## src/rtl/score_pkg.sv

```systemverilog
package score_pkg;

  typedef logic [3:0] bcd_t;

  typedef enum logic [1:0] {
    LVL_LOW  = 2'b00,
    LVL_MID  = 2'b01,
    LVL_HIGH = 2'b10,
    LVL_SPARE = 2'b11
  } level_e;

  // award expressed as a tens digit
  function automatic bcd_t award_tens(input logic [1:0] lvl);
    case (level_e'(lvl))
      LVL_LOW:  return 4'd1;
      LVL_MID:  return 4'd2;
      default:  return 4'd3;
    endcase
  endfunction

  // segments a..g, active high, bit 0 = a
  function automatic logic [6:0] seg_lit(input bcd_t d);
    case (d)
      4'd0: return 7'h3F;
      4'd1: return 7'h06;
      4'd2: return 7'h5B;
      4'd3: return 7'h4F;
      4'd4: return 7'h66;
      4'd5: return 7'h6D;
      4'd6: return 7'h7D;
      4'd7: return 7'h07;
      4'd8: return 7'h7F;
      4'd9: return 7'h6F;
      default: return 7'h00;
    endcase
  endfunction

endpackage

```

## src/rtl/score_bcd_acc.sv

```systemverilog
module score_bcd_acc
  import score_pkg::*;
#(
  parameter int unsigned NUM_DIGITS = 4
) (
  input  logic                         clk_i,
  input  logic                         rst_ni,
  input  logic                         win_i,
  input  logic [1:0]                   level_i,
  output logic [NUM_DIGITS-1:0][3:0]   total_o
);

  localparam int unsigned SAT_VAL = (10 ** NUM_DIGITS) - 10;

  logic [NUM_DIGITS-1:0][3:0] total_q, sum, sat;
  logic [NUM_DIGITS:0]        carry;
  bcd_t                       award;

  assign award    = award_tens(level_i);
  assign carry[0] = 1'b0;

  for (genvar d = 0; d < NUM_DIGITS; d++) begin : g_dig
    logic [4:0] raw;
    bcd_t       addend;
    if (d == 1) begin : g_tens
      assign addend = award;
    end else begin : g_zero
      assign addend = 4'd0;
    end
    assign raw          = {1'b0, total_q[d]} + {1'b0, addend} + {4'd0, carry[d]};
    assign carry[d+1]   = (raw > 5'd9);
    assign sum[d]       = carry[d+1] ? 4'(raw - 5'd10) : raw[3:0];
    assign sat[d]       = (d == 0) ? 4'd0 : 4'd9;
  end

  always_ff @(posedge clk_i or negedge rst_ni) begin
    if (!rst_ni)     total_q <= '0;
    else if (win_i)  total_q <= carry[NUM_DIGITS] ? sat : sum;
  end

  assign total_o = total_q;

  function automatic int unsigned to_int(input logic [NUM_DIGITS-1:0][3:0] v);
    int unsigned r;
    r = 0;
    for (int i = NUM_DIGITS - 1; i >= 0; i--) r = r * 10 + 32'(v[i]);
    return r;
  endfunction


  a_r3_hold_without_win: assert property (@(posedge clk_i) disable iff (!rst_ni)
    !win_i |=> $stable(total_q));


  a_r1_award_added: assert property (@(posedge clk_i) disable iff (!rst_ni)
    (win_i && (to_int(total_q) + 32'(award) * 10 <= SAT_VAL))
      |=> to_int(total_q) == $past(to_int(total_q) + 32'(award) * 10));


  a_r5_saturate: assert property (@(posedge clk_i) disable iff (!rst_ni)
    (win_i && (to_int(total_q) + 32'(award) * 10 > SAT_VAL))
      |=> to_int(total_q) == SAT_VAL);


  for (genvar d = 0; d < NUM_DIGITS; d++) begin : g_chk
    a_r4_digit_decimal: assert property (@(posedge clk_i) disable iff (!rst_ni)
      total_q[d] <= 4'd9);
  end

endmodule

```

## src/rtl/score_digit_scan.sv

```systemverilog
module score_digit_scan #(
  parameter int unsigned NUM_DIGITS   = 4,
  parameter int unsigned DIGIT_CYCLES = 25000
) (
  input  logic                          clk_i,
  input  logic                          rst_ni,
  output logic [$clog2(NUM_DIGITS)-1:0] sel_o,
  output logic [NUM_DIGITS-1:0]         dig_n_o
);

  localparam int unsigned CNT_W = (DIGIT_CYCLES > 1) ? $clog2(DIGIT_CYCLES) : 1;
  localparam int unsigned IDX_W = $clog2(NUM_DIGITS);
  localparam logic [CNT_W-1:0] CNT_LAST = CNT_W'(DIGIT_CYCLES - 1);
  localparam logic [IDX_W-1:0] IDX_LAST = IDX_W'(NUM_DIGITS - 1);

  logic [CNT_W-1:0] cnt_q;
  logic [IDX_W-1:0] idx_q;
  logic             tick;

  assign tick = (cnt_q == CNT_LAST);

  always_ff @(posedge clk_i or negedge rst_ni) begin
    if (!rst_ni) begin
      cnt_q <= '0;
      idx_q <= '0;
    end else if (tick) begin
      cnt_q <= '0;
      idx_q <= (idx_q == IDX_LAST) ? '0 : idx_q + 1'b1;
    end else begin
      cnt_q <= cnt_q + 1'b1;
    end
  end

  for (genvar k = 0; k < NUM_DIGITS; k++) begin : g_en
    assign dig_n_o[k] = (idx_q != IDX_W'(k));
  end

  assign sel_o = idx_q;


  a_r7_one_digit_on: assert property (@(posedge clk_i) disable iff (!rst_ni)
    $countones(~dig_n_o) == 1);

  a_r7_hold_digit: assert property (@(posedge clk_i) disable iff (!rst_ni)
    !tick |=> $stable(dig_n_o));

  a_r7_next_digit: assert property (@(posedge clk_i) disable iff (!rst_ni)
    (tick && !dig_n_o[NUM_DIGITS-1]) |=> !dig_n_o[0]);

endmodule

```

## src/rtl/score_seg_drive.sv

```systemverilog
module score_seg_drive
  import score_pkg::*;
#(
  parameter int unsigned NUM_DIGITS = 4
) (
  input  logic                          clk_i,
  input  logic                          rst_ni,
  input  logic [NUM_DIGITS-1:0][3:0]    total_i,
  input  logic [$clog2(NUM_DIGITS)-1:0] sel_i,
  output logic [6:0]                    seg_n_o
);

  logic [NUM_DIGITS-1:0] lead_zero;
  bcd_t                  cur;
  logic                  blank;

  // lead_zero[k]: digit k and all above it are zero
  for (genvar k = 0; k < NUM_DIGITS; k++) begin : g_lz
    if (k == NUM_DIGITS - 1) begin : g_top
      assign lead_zero[k] = (total_i[k] == 4'd0);
    end else begin : g_mid
      assign lead_zero[k] = (total_i[k] == 4'd0) && lead_zero[k+1];
    end
  end

  assign cur   = total_i[sel_i];
  assign blank = (sel_i != '0) && lead_zero[sel_i];

  always_comb begin
    seg_n_o = ~seg_lit(cur);
    if (blank) seg_n_o = 7'h7F;
  end

  // ones digit always shows a glyph
  a_r9_ones_visible: assert property (@(posedge clk_i) disable iff (!rst_ni)
    (sel_i == '0) |-> (seg_n_o != 7'h7F));

  // a shown digit always lights at least two segments
  a_r8_valid_glyph: assert property (@(posedge clk_i) disable iff (!rst_ni)
    (seg_n_o != 7'h7F) |-> ($countones(~seg_n_o) >= 2));

endmodule

```

## src/rtl/score_display.sv

```systemverilog
module score_display #(
  parameter int unsigned NUM_DIGITS   = 4,
  parameter int unsigned DIGIT_CYCLES = 25000
) (
  input  logic                  clk_i,
  input  logic                  rst_ni,
  input  logic                  win_i,
  input  logic [1:0]            level_i,
  output logic [6:0]            seg_n_o,
  output logic [NUM_DIGITS-1:0] dig_n_o
);

  localparam int unsigned IDX_W = $clog2(NUM_DIGITS);

  logic [NUM_DIGITS-1:0][3:0] total;
  logic [IDX_W-1:0]           sel;

  score_bcd_acc #(.NUM_DIGITS(NUM_DIGITS)) u_acc (
    .clk_i   (clk_i),
    .rst_ni  (rst_ni),
    .win_i   (win_i),
    .level_i (level_i),
    .total_o (total)
  );

  score_digit_scan #(.NUM_DIGITS(NUM_DIGITS), .DIGIT_CYCLES(DIGIT_CYCLES)) u_scan (
    .clk_i   (clk_i),
    .rst_ni  (rst_ni),
    .sel_o   (sel),
    .dig_n_o (dig_n_o)
  );

  score_seg_drive #(.NUM_DIGITS(NUM_DIGITS)) u_seg (
    .clk_i   (clk_i),
    .rst_ni  (rst_ni),
    .total_i (total),
    .sel_i   (sel),
    .seg_n_o (seg_n_o)
  );

endmodule

```

## config.mk

```make
export PLATFORM = sky130hd
export DESIGN_NAME = score_display
export DESIGN_NICKNAME = d
export VERILOG_FILES = /design/src/rtl/score_pkg.sv /design/src/rtl/score_bcd_acc.sv /design/src/rtl/score_digit_scan.sv /design/src/rtl/score_seg_drive.sv /design/src/rtl/score_display.sv
export SDC_FILE = /design/constraint.sdc
export NUM_CORES = 1
export LEC_CHECK = 0
export ABC_AREA = 0
export BUFFER_PORTS_ARGS = -buffer_cell sky130_fd_sc_hd__buf_2
export CORE_UTILIZATION = 40
export CTS_BUF_LIST = sky130_fd_sc_hd__clkbuf_2 sky130_fd_sc_hd__clkbuf_4 sky130_fd_sc_hd__clkbuf_8
export DETAILED_ROUTE_END_ITERATION = 8
export PLACE_DENSITY_LB_ADDON = 0.2
export SYNTH_ARGS = -nofsm -noshare
export SYNTH_HDL_FRONTEND = slang
export SYNTH_SLANG_ARGS = --single-unit
```

## constraint.sdc

```tcl
create_clock -name clk_i -period 6.4 [get_ports clk_i]
set_input_delay 0.32 -clock clk_i [delete_from_list [all_inputs] [get_ports clk_i]]
set_output_delay 0.32 -clock clk_i [all_outputs]
set_load 0.01 [all_outputs]
```

==> metrics.txt <==
# TYPE chip_impl_metric gauge
chip_impl_metric{name="finalWirelength",unit="mm"} 4.994
chip_impl_info{name="cts_tree",value="yes"} 1
chip_impl_metric{name="yosys_warnings",unit=""} 0
chip_impl_info{name="synthTopCellsByArea",value="sky130_fd_sc_hd__dfrtp_1, sky130_fd_sc_hd__ha_1, sky130_fd_sc_hd__o21ai_0"} 1
chip_impl_metric{name="finalWorstPathRequiredPeriod",unit="ns"} 4.834
chip_impl_metric{name="grt_start_max_net_pins",unit=""} 33
chip_impl_metric{name="drt_drc_violations_left",unit=""} 0
chip_impl_metric{name="worst-endpoint-arrival",unit="ns"} 5.03
chip_impl_metric{name="achievable-frequency",unit="MHz"} 206.9
chip_impl_metric{name="final.fill_count",unit=""} 542
chip_impl_metric{name="dpl.cell_count",unit=""} 345
chip_impl_info{name="status",value="finished, final reports clean"} 1
chip_impl_metric{name="synth_nets",unit=""} 299
chip_impl_metric{name="final.setup.tns",unit="ns"} 0
chip_impl_metric{name="p_leak",unit="uW"} 0.001139
chip_impl_metric{name="detailedRoute.firstPassIterationCount",unit=""} 4
chip_impl_metric{name="ant_nets",unit=""} 0
chip_impl_metric{name="power.ir.vdd_worst",unit="uV"} 214.6
chip_impl_metric{name="post_synthesis_average_cell_area",unit="um2"} 8.790
chip_impl_metric{name="share_of_synthesized_area_occupied_by_flip_flops_and_latches",unit=""} 0.3337
chip_impl_info{name="synthMostInstantiatedCell",value="sky130_fd_sc_hd__dfrtp_1"} 1
chip_impl_metric{name="setup_violations",unit=""} 0
chip_impl_info{name="critical_path_class",value="register to register"} 1
chip_impl_metric{name="xor_and_xnor_fraction_of_the_mapped_netlist_area",unit=""} 0.06569
chip_impl_metric{name="place.detailed.hpwl",unit="mm"} 3.583
chip_impl_metric{name="crit_fanout",unit=""} 11
chip_impl_info{name="worstSetupEndpointType",value="register"} 1
chip_impl_metric{name="final-instance-count-excl-fill",unit=""} 353
chip_impl_metric{name="post_synth_num_cell_types",unit=""} 53
chip_impl_metric{name="clock_latency",unit="ns"} 0.29
chip_impl_metric{name="nets",unit=""} 306
chip_impl_metric{name="placeableCoreArea",unit="mm2"} 0.005642
chip_impl_metric{name="synthArstFlopShare",unit=""} 1.000
chip_impl_info{name="clockRootBuffer",value="sky130_fd_sc_hd__clkbuf_8"} 1
chip_impl_metric{name="cts_inserted_buffers",unit=""} 5
chip_impl_metric{name="worst_ep_required_time",unit="ns"} 6.60
chip_impl_metric{name="die-width",unit="um"} 79.46
chip_impl_info{name="synth_top_family_by_area",value="simple AND/OR/NAND/NOR gates"} 1
chip_impl_metric{name="vias_per_cell",unit=""} 5.473
chip_impl_metric{name="cts.path.max_buffers",unit=""} 2
chip_impl_metric{name="post_synthesis_share_of_cell_area_spent_on_full_adders_half_adders_and_majority_gates",unit=""} 0.1157
chip_impl_info{name="min-delay-path-class",value="input pin to async pin"} 1
chip_impl_metric{name="ys_seq_elements",unit=""} 32
chip_impl_metric{name="syn_area",unit="mm2"} 0.002400
chip_impl_metric{name="synth_edf_count",unit=""} 0
chip_impl_metric{name="floorplan.rows",unit=""} 27
chip_impl_metric{name="final_min_period_over_clock_period",unit=""} 0.7553
chip_impl_info{name="unrepaired_setup_endpoints_after_global_routing",value="no"} 1
chip_impl_metric{name="die_height",unit="um"} 79.46
chip_impl_metric{name="regToRegSetupSlack",unit="ns"} 1.57
chip_impl_metric{name="gr-usage-all-layers",unit=""} 0.1787
chip_impl_metric{name="postCtsSetupRepairBufs",unit=""} 0
chip_impl_info{name="post_synth_most_frequent_cells",value="sky130_fd_sc_hd__dfrtp_1, sky130_fd_sc_hd__nor2_1, sky130_fd_sc_hd__o21ai_0"} 1
chip_impl_metric{name="via_count_of_the_first_global_routing_pass",unit=""} 1879
chip_impl_metric{name="clkSinkCount",unit=""} 32
chip_impl_metric{name="cts_hold_buf",unit=""} 0
chip_impl_metric{name="post_route_cells_drive_above_1_share",unit=""} 0.1246
chip_impl_info{name="type_of_origin_of_the_critical_path",value="register"} 1
chip_impl_info{name="synthFlopType",value="sky130_fd_sc_hd__dfrtp_1"} 1
chip_impl_metric{name="layout-area-overhead-vs-synth",unit="%"} 8.029
chip_impl_metric{name="drt-initial-drc-count",unit=""} 143
chip_impl_metric{name="design.die.area",unit="mm2"} 0.006313
chip_impl_metric{name="max_slew_margin",unit=""} 0.3385
chip_impl_metric{name="routabilityCongestion",unit=""} 0.8669
chip_impl_metric{name="routed-via-count",unit=""} 1932
chip_impl_metric{name="diode_insertion_count_for_antenna_repair",unit=""} 0
chip_impl_metric{name="area_occupied_by_multi_input_gates",unit="mm2"} 0.001440
chip_impl_metric{name="cap_viol_max_count",unit=""} 0
chip_impl_metric{name="post_cts_resized",unit=""} 0
chip_impl_metric{name="htree_num_levels",unit=""} 2
chip_impl_metric{name="global_route.overflow_total",unit=""} 0
chip_impl_metric{name="design.portCount",unit=""} 16
chip_impl_metric{name="final-hold-violation-count",unit=""} 0
chip_impl_info{name="synth_area_leader",value="sky130_fd_sc_hd__dfrtp_1"} 1
chip_impl_metric{name="synthMuxAreaShare",unit=""} 0.04536
chip_impl_metric{name="finClkSkew",unit="ns"} 0.005766
chip_impl_metric{name="wire_per_inst",unit="um"} 14.15
chip_impl_metric{name="gate_count_of_the_mapped_netlist",unit=""} 273
chip_impl_metric{name="synth_compound_area_frac",unit=""} 0.1632
chip_impl_metric{name="synth_top_area_frac",unit=""} 0.3337
chip_impl_metric{name="grt_first_pass_wirelength",unit="mm"} 8.728
chip_impl_metric{name="antenna_found_initial",unit=""} 0
chip_impl_metric{name="finalMaxSlewViolations",unit=""} 0
chip_impl_metric{name="io_buffers",unit=""} 15
chip_impl_metric{name="path_clk_slew",unit="ns"} 0.07
chip_impl_metric{name="pwr_density_cell",unit="mW/mm2"} 354.7
chip_impl_metric{name="sequential_cell_area",unit="um2"} 800.8
chip_impl_metric{name="initial_core_util",unit=""} 0.4254
chip_impl_metric{name="synth_simple_gate_area_share",unit=""} 0.2101
chip_impl_metric{name="worst_slew_pin_slew",unit="ns"} 0.9841
[path summary, 6_finish.rpt]
check,startpoint,to,cells after the start
max,u_acc.total_o[1]$_DFFE_PN0P_,u_acc.total_o[1]$_DFFE_PN0P_,20
min in group clk_i,win_i,u_acc.total_o[13]$_DFFE_PN0P_,3
max in group asynchronous,rst_ni,u_acc.total_o[9]$_DFFE_PN0P_,1
min,rst_ni,u_acc.total_o[7]$_DFFE_PN0P_,1
min reg2reg,u_scan.cnt_q[12]$_DFF_PN0_,u_scan.cnt_q[12]$_DFF_PN0_,1
max reg2reg,u_acc.total_o[1]$_DFFE_PN0P_,u_acc.total_o[1]$_DFFE_PN0P_,20
[registers in the layout (all words and copies together) (netlist names)]
signal,count
u_acc.total_o,15
u_scan.cnt_q,15
u_scan.sel_o,2
[area by class of cell]
cell class              count  area share
multi-input cells         206      0.5555
inverters                  20     0.02896
well taps                  72     0.03475
clock inverters             3     0.01641
clock buffers               5     0.02654
repair buffers             15     0.02896
flip-flops and latches     32      0.3089
[cell families after synthesis]
kind of cell               Yosys count
and+or+nand+nor                     97
AOI/OAI and AO/OA                   63
buffers and inverters               35
DFF                                 32
adders and majority gates           21
xor gates and xnor gates            18
muxes                                7
[stage by stage]
| step | hold WS, ns | setup WS (ns) | total power (uW) | util | instance area, um2 |
|---|---|---|---|---|---|
| after global routing | 0.1506 | 1.116 | 1002 | 0.4595 | 2592 |
| after CTS | 0.1223 | 1.554 | 925.0 | 0.4595 | 2592 |
| after detailed placement | 0.4364 | 1.584 | 724.6 | 0.4398 | 2481 |
| final | 0.08870 | 1.566 | 919.5 | 0.4595 | 2592 |
| after floorplan | 0.02441 | 1.928 | 641.5 | - | 2400 |
| after global placement | 0.4370 | 1.687 | 725.9 | 0.4398 | 2481 |
[report_power, final]
group	switching [uW]	internal [uW]	total, uW	leakage, uW
Combinational	224	186	410	0.000679
Sequential	77.6	237	314	0.000406
Clock	79.8	115	195	0.0000541
[cell usage in the layout, fill, tap and decap left out, types with 5 or more instances in the layout]
cell,instances
sky130_fd_sc_hd__nor4_1,5
sky130_fd_sc_hd__nor2b_1,5
sky130_fd_sc_hd__inv_1,19
sky130_fd_sc_hd__o21ai_0,22
sky130_fd_sc_hd__dfrtp_1,32
sky130_fd_sc_hd__ha_1,19
sky130_fd_sc_hd__xor2_1,10
sky130_fd_sc_hd__nand3_1,13
sky130_fd_sc_hd__nand2_1,20
sky130_fd_sc_hd__nor2_1,26
sky130_fd_sc_hd__xnor2_1,8
sky130_fd_sc_hd__buf_2,15
sky130_fd_sc_hd__a21oi_1,16
sky130_fd_sc_hd__clkbuf_8,5
sky130_fd_sc_hd__nor3_1,6
[worst max-delay path, stage by stage (launching register included)]
cell and delay [ns]:
sky130_fd_sc_hd__dfrtp_1 0.44, sky130_fd_sc_hd__nor2_1 0.09, sky130_fd_sc_hd__nor2b_1 0.15, sky130_fd_sc_hd__fa_1 0.20, sky130_fd_sc_hd__inv_1 0.05, sky130_fd_sc_hd__fa_1 0.47, sky130_fd_sc_hd__and3_2 0.25, sky130_fd_sc_hd__a22o_1 0.20
sky130_fd_sc_hd__nor2_1 0.17, sky130_fd_sc_hd__ha_1 0.29, sky130_fd_sc_hd__ha_1 0.40, sky130_fd_sc_hd__nor2b_1 0.25, sky130_fd_sc_hd__o21ai_0 0.10, sky130_fd_sc_hd__o311a_1 0.14, sky130_fd_sc_hd__ha_1 0.22, sky130_fd_sc_hd__ha_1 0.22
sky130_fd_sc_hd__and4b_1 0.30, sky130_fd_sc_hd__mux2i_1 0.10, sky130_fd_sc_hd__and2_1 0.27, sky130_fd_sc_hd__nand2b_4 0.20, sky130_fd_sc_hd__o31ai_2 0.22
[layer usage]
layer  wire (um)  track usage  vias to the layer above
li1            -            -                      961
met1        2450       0.2408                      922
met2        2264       0.2812                       41
met3         198      0.03429                        8
met4          80      0.07091                        0
met5           0            0                        -
Note: power is estimated with default switching activity, not from simulation.
